===== config.mk =====
export PLATFORM = sky130hd
export DESIGN_NAME = xor_ring_dma
export DESIGN_NICKNAME = d
export VERILOG_FILES = /design/src/rtl/xrd_pkg.sv /design/src/rtl/xrd_acc.sv /design/src/rtl/xrd_regs.sv /design/src/rtl/xrd_ctrl.sv /design/src/rtl/xor_ring_dma.sv
export SDC_FILE = /design/constraint.sdc
export NUM_CORES = 1
export LEC_CHECK = 0
export BUFFER_PORTS_ARGS = -buffer_cell sky130_fd_sc_hd__buf_2
export CAP_MARGIN = 15
export CORE_ASPECT_RATIO = 0.7
export CORE_UTILIZATION = 60
export CTS_BUF_LIST = sky130_fd_sc_hd__clkbuf_8 sky130_fd_sc_hd__clkbuf_16
export DETAILED_ROUTE_END_ITERATION = 12
export PLACE_DENSITY = 0.84
export SYNTH_ARGS = -nofsm -noshare
export SYNTH_HDL_FRONTEND = slang
export SYNTH_SLANG_ARGS = --single-unit
export TNS_END_PERCENT = 30

===== constraint.sdc =====
create_clock -name clk -period 14 [get_ports clk]
set_clock_uncertainty 0.15 [all_clocks]
set_input_delay 0 -clock clk [delete_from_list [all_inputs] [get_ports clk]]
set_output_delay 0 -clock clk [all_outputs]
set_load 0.01 [all_outputs]

===== src/rtl/xrd_pkg.sv =====
package xrd_pkg;
  typedef enum logic [2:0] {
    ST_IDLE,
    ST_FETCH,
    ST_READ,
    ST_WRITE,
    ST_WBACK
  } xrd_state_e;

  localparam int FLG_VALID  = 0;
  localparam int FLG_WRAP   = 1;
  localparam int FLG_LAST   = 2;
  localparam int FLG_ACC    = 3;
  localparam int DESC_BYTES = 32;
endpackage


===== src/rtl/xrd_acc.sv =====
module xrd_acc #(
  parameter int DW = 32
) (
  input  logic          clk,
  input  logic          rst_n,
  input  logic          ld,
  input  logic          first,
  input  logic [DW-1:0] din,
  output logic [DW-1:0] acc
);
  logic [DW-1:0] acc_d;

  always_comb begin
    acc_d = acc;
    if (ld) acc_d = first ? din : (acc ^ din);
  end

  always_ff @(posedge clk or negedge rst_n) begin
    if (!rst_n) acc <= '0;
    else        acc <= acc_d;
  end
endmodule


===== src/rtl/xrd_regs.sv =====
module xrd_regs #(
  parameter int AW = 32,
  parameter int DW = 32
) (
  input  logic          clk,
  input  logic          rst_n,
  input  logic          cfg_we,
  input  logic [1:0]    cfg_addr,
  input  logic [DW-1:0] cfg_wdata,
  output logic [DW-1:0] cfg_rdata,
  input  logic          busy,
  input  logic          stop,
  input  logic          adv,
  input  logic [AW-1:0] adv_addr,
  output logic          start,
  output logic          enable,
  output logic          done_irq,
  output logic [AW-1:0] ring_start,
  output logic [AW-1:0] cur
);
  logic          en_d;
  logic [AW-1:0] ring_d, cur_d;

  assign start = cfg_we && (cfg_addr == 2'd0) && cfg_wdata[0] && !busy;

  always_comb begin
    en_d   = enable;
    ring_d = ring_start;
    cur_d  = cur;
    if (stop)       en_d = 1'b0;
    else if (start) en_d = 1'b1;
    if (cfg_we && (cfg_addr == 2'd1) && !busy) ring_d = cfg_wdata[AW-1:0];
    if (adv) cur_d = adv_addr;
    else if (cfg_we && (cfg_addr == 2'd2) && !busy) cur_d = cfg_wdata[AW-1:0];
  end

  always_ff @(posedge clk or negedge rst_n) begin
    if (!rst_n) begin
      enable     <= 1'b0;
      done_irq   <= 1'b0;
      ring_start <= '0;
      cur        <= '0;
    end else begin
      enable     <= en_d;
      done_irq   <= stop;
      ring_start <= ring_d;
      cur        <= cur_d;
    end
  end

  always_comb begin
    case (cfg_addr)
      2'd0:    cfg_rdata = DW'({busy, enable});
      2'd1:    cfg_rdata = DW'(ring_start);
      2'd2:    cfg_rdata = DW'(cur);
      default: cfg_rdata = '0;
    endcase
  end


  done_pulse_chk: assert property (@(posedge clk) disable iff (!rst_n)
    done_irq |=> !done_irq);

  done_en_chk: assert property (@(posedge clk) disable iff (!rst_n)
    done_irq |-> (!enable && !busy));

  ring_hold_chk: assert property (@(posedge clk) disable iff (!rst_n)
    (busy && $past(busy)) |-> $stable(ring_start));
endmodule


===== src/rtl/xrd_ctrl.sv =====
module xrd_ctrl
  import xrd_pkg::*;
#(
  parameter int AW   = 32,
  parameter int DW   = 32,
  parameter int NSRC = 4,
  parameter int CNTW = 4,
  parameter int LENW = 16
) (
  input  logic          clk,
  input  logic          rst_n,
  input  logic          start,
  input  logic [AW-1:0] cur,
  input  logic [AW-1:0] ring_start,
  output logic          mem_req,
  output logic          mem_we,
  output logic [AW-1:0] mem_addr,
  output logic [DW-1:0] mem_wdata,
  input  logic          mem_ready,
  input  logic [DW-1:0] mem_rdata,
  output logic          acc_ld,
  output logic          acc_first,
  input  logic [DW-1:0] acc_val,
  output logic          stop,
  output logic          adv,
  output logic [AW-1:0] adv_addr,
  output logic          busy
);
  localparam int FETCH_WORDS = 3 + NSRC;
  localparam int IDXW = $clog2(FETCH_WORDS + 1);
  localparam int SW   = (NSRC > 1) ? $clog2(NSRC) : 1;
  localparam int CW   = (CNTW > IDXW) ? CNTW : IDXW;

  xrd_state_e    st_q, st_d;
  logic [IDXW-1:0] idx_q, idx_d;
  logic [LENW-1:0] off_q, off_d, len_q, len_d;
  logic [CNTW-1:0] cnt_q, cnt_d;
  logic [DW-1:0]   w0_q, w0_d;
  logic [AW-1:0]   dst_q, dst_d;
  logic [AW-1:0]   src_q [NSRC];
  logic [AW-1:0]   off_b;
  logic [CW-1:0]   idx_ext, cnt_ext;
  logic            op_dst, op_last;

  assign busy     = (st_q != ST_IDLE);
  assign off_b    = AW'({off_q, 2'b00});
  assign idx_ext  = CW'(idx_q);
  assign cnt_ext  = CW'(cnt_q);
  assign op_dst   = (idx_ext == cnt_ext);
  assign op_last  = w0_q[FLG_ACC] ? op_dst : ((idx_ext + CW'(1)) == cnt_ext);
  assign adv_addr = w0_q[FLG_WRAP] ? ring_start : (cur + AW'(DESC_BYTES));

  always_comb begin
    st_d = st_q; idx_d = idx_q; off_d = off_q; w0_d = w0_q;
    cnt_d = cnt_q; len_d = len_q; dst_d = dst_q;
    stop = 1'b0; adv = 1'b0; acc_ld = 1'b0; acc_first = 1'b0;
    mem_req = 1'b0; mem_we = 1'b0; mem_addr = '0; mem_wdata = '0;
    case (st_q)
      ST_IDLE: if (start) begin st_d = ST_FETCH; idx_d = '0; end
      ST_FETCH: begin
        mem_req  = 1'b1;
        mem_addr = cur + AW'({idx_q, 2'b00});
        if (mem_ready) begin
          idx_d = idx_q + 1'b1;
          if (idx_q == IDXW'(0)) begin
            w0_d = mem_rdata;
            if (!mem_rdata[FLG_VALID]) begin stop = 1'b1; st_d = ST_IDLE; end
          end
          if (idx_q == IDXW'(1)) begin
            cnt_d = mem_rdata[CNTW-1:0];
            len_d = mem_rdata[16 +: LENW];
          end
          if (idx_q == IDXW'(2)) dst_d = mem_rdata[AW-1:0];
          if (idx_q == IDXW'(FETCH_WORDS - 1)) begin
            idx_d = '0;
            off_d = '0;
            st_d  = (len_q == '0) ? ST_WBACK : ST_READ;
          end
        end
      end
      ST_READ: begin
        mem_req  = 1'b1;
        mem_addr = (op_dst ? dst_q : src_q[idx_q[SW-1:0]]) + off_b;
        if (mem_ready) begin
          acc_ld    = 1'b1;
          acc_first = (idx_q == '0);
          if (op_last) st_d = ST_WRITE;
          else         idx_d = idx_q + 1'b1;
        end
      end
      ST_WRITE: begin
        mem_req   = 1'b1;
        mem_we    = 1'b1;
        mem_addr  = dst_q + off_b;
        mem_wdata = acc_val;
        if (mem_ready) begin
          idx_d = '0;
          if (off_q == len_q - 1'b1) st_d = ST_WBACK;
          else begin off_d = off_q + 1'b1; st_d = ST_READ; end
        end
      end
      ST_WBACK: begin
        mem_req   = 1'b1;
        mem_we    = 1'b1;
        mem_addr  = cur;
        mem_wdata = w0_q & ~DW'(1);
        if (mem_ready) begin
          adv   = 1'b1;
          idx_d = '0;
          if (w0_q[FLG_LAST]) begin stop = 1'b1; st_d = ST_IDLE; end
          else st_d = ST_FETCH;
        end
      end
      default: st_d = ST_IDLE;
    endcase
  end

  always_ff @(posedge clk or negedge rst_n) begin
    if (!rst_n) begin
      st_q <= ST_IDLE; idx_q <= '0; off_q <= '0; w0_q <= '0;
      cnt_q <= '0; len_q <= '0; dst_q <= '0;
    end else begin
      st_q <= st_d; idx_q <= idx_d; off_q <= off_d; w0_q <= w0_d;
      cnt_q <= cnt_d; len_q <= len_d; dst_q <= dst_d;
    end
  end

  for (genvar g = 0; g < NSRC; g++) begin : g_src
    always_ff @(posedge clk or negedge rst_n) begin
      if (!rst_n) src_q[g] <= '0;
      else if ((st_q == ST_FETCH) && mem_ready && (idx_q == IDXW'(3 + g)))
        src_q[g] <= mem_rdata[AW-1:0];
    end
  end


  req_hold_chk: assert property (@(posedge clk) disable iff (!rst_n)
    (mem_req && !mem_ready) |=> (mem_req && $stable(mem_addr) && $stable(mem_we)
                                 && $stable(mem_wdata)));

  fetch_seq_chk: assert property (@(posedge clk) disable iff (!rst_n)
    ((st_q == ST_FETCH) && mem_ready && (idx_q != IDXW'(FETCH_WORDS - 1))
     && ((idx_q != '0) || mem_rdata[FLG_VALID]))
    |=> (mem_req && !mem_we && (mem_addr == $past(mem_addr) + AW'(4))));
endmodule


===== src/rtl/xor_ring_dma.sv =====
module xor_ring_dma
  import xrd_pkg::*;
#(
  parameter int AW   = 32,
  parameter int DW   = 32,
  parameter int NSRC = 4
) (
  input  logic          clk,
  input  logic          rst_n,
  input  logic          cfg_we,
  input  logic [1:0]    cfg_addr,
  input  logic [31:0]   cfg_wdata,
  output logic [31:0]   cfg_rdata,
  output logic          mem_req,
  output logic          mem_we,
  output logic [31:0]   mem_addr,
  output logic [31:0]   mem_wdata,
  input  logic          mem_ready,
  input  logic [31:0]   mem_rdata,
  output logic          busy,
  output logic          done_irq
);
  logic [1:0]    rst_sync;
  logic          rst_n_s;
  logic          start, stop, adv, enable, acc_ld, acc_first;
  logic [AW-1:0] adv_addr, ring_start, cur;
  logic [DW-1:0] acc_val;

  always_ff @(posedge clk or negedge rst_n) begin
    if (!rst_n) rst_sync <= 2'b00;
    else        rst_sync <= {rst_sync[0], 1'b1};
  end
  assign rst_n_s = rst_sync[1];

  xrd_regs #(.AW(AW), .DW(DW)) u_regs (
    .clk(clk), .rst_n(rst_n_s), .cfg_we(cfg_we), .cfg_addr(cfg_addr),
    .cfg_wdata(cfg_wdata), .cfg_rdata(cfg_rdata), .busy(busy), .stop(stop),
    .adv(adv), .adv_addr(adv_addr), .start(start), .enable(enable),
    .done_irq(done_irq), .ring_start(ring_start), .cur(cur)
  );

  xrd_ctrl #(.AW(AW), .DW(DW), .NSRC(NSRC)) u_ctrl (
    .clk(clk), .rst_n(rst_n_s), .start(start), .cur(cur), .ring_start(ring_start),
    .mem_req(mem_req), .mem_we(mem_we), .mem_addr(mem_addr), .mem_wdata(mem_wdata),
    .mem_ready(mem_ready), .mem_rdata(mem_rdata), .acc_ld(acc_ld),
    .acc_first(acc_first), .acc_val(acc_val), .stop(stop), .adv(adv),
    .adv_addr(adv_addr), .busy(busy)
  );

  xrd_acc #(.DW(DW)) u_acc (
    .clk(clk), .rst_n(rst_n_s), .ld(acc_ld), .first(acc_first),
    .din(mem_rdata), .acc(acc_val)
  );


  start_addr_chk: assert property (@(posedge clk) disable iff (!rst_n_s)
    $rose(busy) |-> (mem_req && !mem_we && (mem_addr == cur) && enable));

  cur_step_chk: assert property (@(posedge clk) disable iff (!rst_n_s)
    ($past(busy) && !$stable(cur))
    |-> ((cur == $past(cur) + AW'(DESC_BYTES)) || (cur == ring_start)));
endmodule


==> run metrics <==
count of vias placed by the detailed router=16220; Critical Path AT=5.68 ns; xor/xnor share of the synthesized area=0.03229; number of setup buffers added after CTS=0; CTS root buffer=sky130_fd_sc_hd__clkbuf_16; MaxCap Viol Count=0; Worst-Skew Late Latency=0.54 ns; Post-synth EDFFs=0; Post-Synthesis Net Count=1932; launch point of the critical path=u_ctrl.st_q[1]; starting DRC count in detailed routing=2191; initial core utilization=0.6163; clock tree from TritonCTS=yes; dominant combinational cell family by area after synthesis=multiplexers; setup repair after global routing missed its margin=false; data required time at the worst endpoint=13.85 ns; share of the synthesized area in compound gates (AO/OA/AOI/OAI)=0.1520; crit-path leading delay family=compound AO/OA/AOI/OAI gates; fill cell count=2151; via density per instance=6.717; total die area=31920 µm²; cell types with the largest area share after synthesis=sky130_fd_sc_hd__dfrtp_1 45%, sky130_fd_sc_hd__mux2_2 14%, sky130_fd_sc_hd__nand2_1 4.4%; fraction of layout instances using a drive strength above 1=0.2701; CP Class=flop to primary output; Area Overhead vs Synth=15.50%; area fraction in and, or, nand and nor cells after synthesis=0.1205; number of buffers added by the clock tree synthesis step=34; element type at the critical path end=primary output; vertical die dimension=149.8 µm; remaining antenna violation count=0; core outline area=30370 µm²; library cell with the largest summed area after synthesis=sky130_fd_sc_hd__dfrtp_1; clock sinks=333; Peak VDD IR=0.0001231 V; Synth top cells by count=333 x sky130_fd_sc_hd__dfrtp_1, 229 x sky130_fd_sc_hd__mux2_2, 220 x sky130_fd_sc_hd__nand2_1; DP Wirelength=40210 µm; post-cts repair resize count=0; yosys warns=0; main flop type after synthesis=sky130_fd_sc_hd__dfrtp_1; Antenna Diode Count=0; overflow left after global routing=0; share of synthesized flip-flops with an asynchronous set or reset=1.000; CP bufs+invs=2; Period Utilization, post-route=0.4162; largest net degree at the start of global routing=89; count of state elements after synthesis=333; Mapped Cells=1829; average footprint of a synthesized cell=10.23 µm²; DRC viols=0; post-synth cell types=68; number of cell rows=53; instance count on the critical path=15; Leakage Power=10.07 nW; vias in the first global route=15730; synthesized cell area=18720 µm²; mux cell area share after synthesis=0.1884; number of buffers added on ports=169; CTS Hold Bufs=70; CP max FO=33; power density relative to cell area=226.2 nW/µm²; TNS Setup=0 ns; slowest stage cell, crit path=sky130_fd_sc_hd__dfrtp_1; Total Nets Final=2080; Final Hold Fails=0; register area share after synthesis=0.4452; outcome=complete, no violations; top cell type's share of synthesized area=0.4452; total I/O pin count=170; hold-critical path depth=3; last weighted congestion value of the routability-driven placer=1.081; H-tree levels=2; Die X-Extent=213.1 µm; Post-Synth Adder-Cell Area=0.02286; Register-to-Register Path Depth=6; initial antenna violation count=4; ordered cell list for the critical path=nand3b_1 > o41ai_4 > buf_4 > mux2_2 > ha_1 > fa_1 > a211oi_1 > o211ai_1 > a2111oi_0 > o31ai_1 > nand2_1 > nor2_1 > xor2_1 > o221ai_1 > buf_2; final number of max-transition violations=0; final routed wirelength across all metal layers=60150 µm; CP max stage delay=0.76 ns; leading cell type by number of instances after synthesis=sky130_fd_sc_hd__dfrtp_1; reg-to-reg startpoint=u_ctrl.st_q[1]; worst hold margin=0.1102 ns; final count of negative-setup-slack endpoints=0; routed length per instance=24.91 µm; Max transition margin=0.2333; clk buf depth=3; clock slew at the register clock pins of the worst setup and hold paths=0.06 ns; highest clock rate=171.6 MHz; aggregate global-route resource usage=0.3839; startpoint type of the worst setup path=flop; number of optimization iterations in the first detailed-route pass=5; first-pass GRT wire length=92280 µm; worst hold path startpoint=cfg_wdata[12]; transition at the pin with the smallest max-transition slack=1.147 ns; class of the most critical hold timing path=input pin to flop; crit path time final=5.827 ns
## per-stage QoR
stage	setup WS (ns)	area [µm²]	instances	total power, mW	util
floorplan	3.882	18720	1829	3.051	-
global placement	8.952	19680	2282	3.686	0.6479
detailed placement	8.956	19680	2282	3.785	0.6479
CTS	8.304	21590	2414	4.811	0.7108
global route	7.810	21620	2415	5.107	0.7117
finish	8.173	21620	2415	4.890	0.7117
## where the power goes
part	leakage [nW]	internal, mW	switching [mW]
combinational	5.20	0.934	1.24
clock	0.614	0.585	0.403
sequential	4.25	1.33	0.396
total	10.1	2.85	2.04
## kinds of logic (layout without fill, tap and decap cells)
logic type,count (synthesis),in the layout
compound gates,444,444
buf+inv,180,354
simple gates,486,486
fa+ha+maj,33,33
flops,333,333
other cells,1,1
xor+xnor,69,69
mux,283,283
## flip-flops by register name, summed over array words and instances (netlist names)
name,count
u_regs.enable,1
u_ctrl.st_q,3
u_ctrl.src_q,128
u_regs.ring_start,32
u_regs.done_irq,1
u_regs.cur,32
rst_sync,2
u_ctrl.cnt_ext,4
u_ctrl.w0_q,31
u_acc.acc,32
u_ctrl.dst_q,32
u_ctrl.off_q,16
u_ctrl.len_q,16
u_ctrl.idx_q,3
## worst min-delay path, delay by kind of cell
kind	cells	cell delay [ns]
multiplexers	1	0.13
buffers and inverters	2	0.63
## area by class of cell
cell class | instances | area, µm² | share of cell area
Inverter | 26 | 97.59 | 0.004515
Multi-Input combinational cell | 1316 | 9687 | 0.4481
Clock buffer | 41 | 958.4 | 0.04434
Timing Repair Buffer | 266 | 1769 | 0.08184
Sequential cell | 333 | 8338 | 0.3857
Tap cell | 412 | 515.5 | 0.02385
Clock inverter | 21 | 251.5 | 0.01163
## path summary, 6_finish.rpt
| path | to | slack, ns |
|---|---|---|
| max reg2reg | u_regs.cur[9] | 10.05 |
| min in group asynchronous | u_ctrl.w0_q[26] | 0.13 |
| max | mem_addr[26] | 8.17 |
| min reg2reg | u_ctrl.w0_q[26] | 0.13 |
| min | u_regs.ring_start[12] | 0.11 |
| max in group asynchronous | u_regs.cur[6] | 10.45 |
## metal layers
| layer | global-route usage | up-vias | routed length [µm] |
|---|---|---|---|
| li1 | - | 6943 | - |
| met4 | 0.1266 | 6 | 1923 |
| met3 | 0.1014 | 138 | 7084 |
| met2 | 0.5533 | 1001 | 25860 |
| met1 | 0.5618 | 8134 | 25250 |
| met5 | 0 | - | 35 |
## cells in the final DEF, fill, tap and decap left out, types with 5 or more instances in the layout
cell type,netlist,layout
sky130_fd_sc_hd__dfrtp_1,333,331
sky130_fd_sc_hd__a221o_1,8,8
sky130_fd_sc_hd__nand2_1,220,219
sky130_fd_sc_hd__nand2b_1,7,7
sky130_fd_sc_hd__a31oi_1,16,16
sky130_fd_sc_hd__o21ai_1,6,6
sky130_fd_sc_hd__clkbuf_16,0,35
sky130_fd_sc_hd__inv_1,26,31
sky130_fd_sc_hd__clkinv_2,0,6
sky130_fd_sc_hd__bufinv_16,0,5
sky130_fd_sc_hd__a22oi_1,16,16
sky130_fd_sc_hd__nor2_1,77,75
sky130_fd_sc_hd__or3_1,6,6
sky130_fd_sc_hd__nand4_1,20,20
sky130_fd_sc_hd__clkbuf_8,0,6
sky130_fd_sc_hd__o211ai_1,7,7
sky130_fd_sc_hd__nand3_1,60,60
sky130_fd_sc_hd__ha_1,31,31
sky130_fd_sc_hd__o21ai_0,106,106
sky130_fd_sc_hd__buf_2,9,169
sky130_fd_sc_hd__a21o_1,26,26
sky130_fd_sc_hd__a22o_1,61,61
sky130_fd_sc_hd__o221ai_1,11,11
sky130_fd_sc_hd__a211oi_1,14,14
sky130_fd_sc_hd__and3_1,17,17
sky130_fd_sc_hd__a21oi_1,134,134
sky130_fd_sc_hd__dlygate4sd3_1,0,70
sky130_fd_sc_hd__buf_4,0,26
sky130_fd_sc_hd__o22ai_1,5,5
sky130_fd_sc_hd__nor3_1,28,27
sky130_fd_sc_hd__mux2_2,229,229
sky130_fd_sc_hd__mux4_2,32,32
sky130_fd_sc_hd__or4_1,10,10
sky130_fd_sc_hd__mux2i_1,20,20
sky130_fd_sc_hd__xnor2_1,34,34
sky130_fd_sc_hd__o31ai_1,9,9
sky130_fd_sc_hd__nor4_1,15,15
sky130_fd_sc_hd__xor2_1,35,35
(Power assumes the default switching activity.)
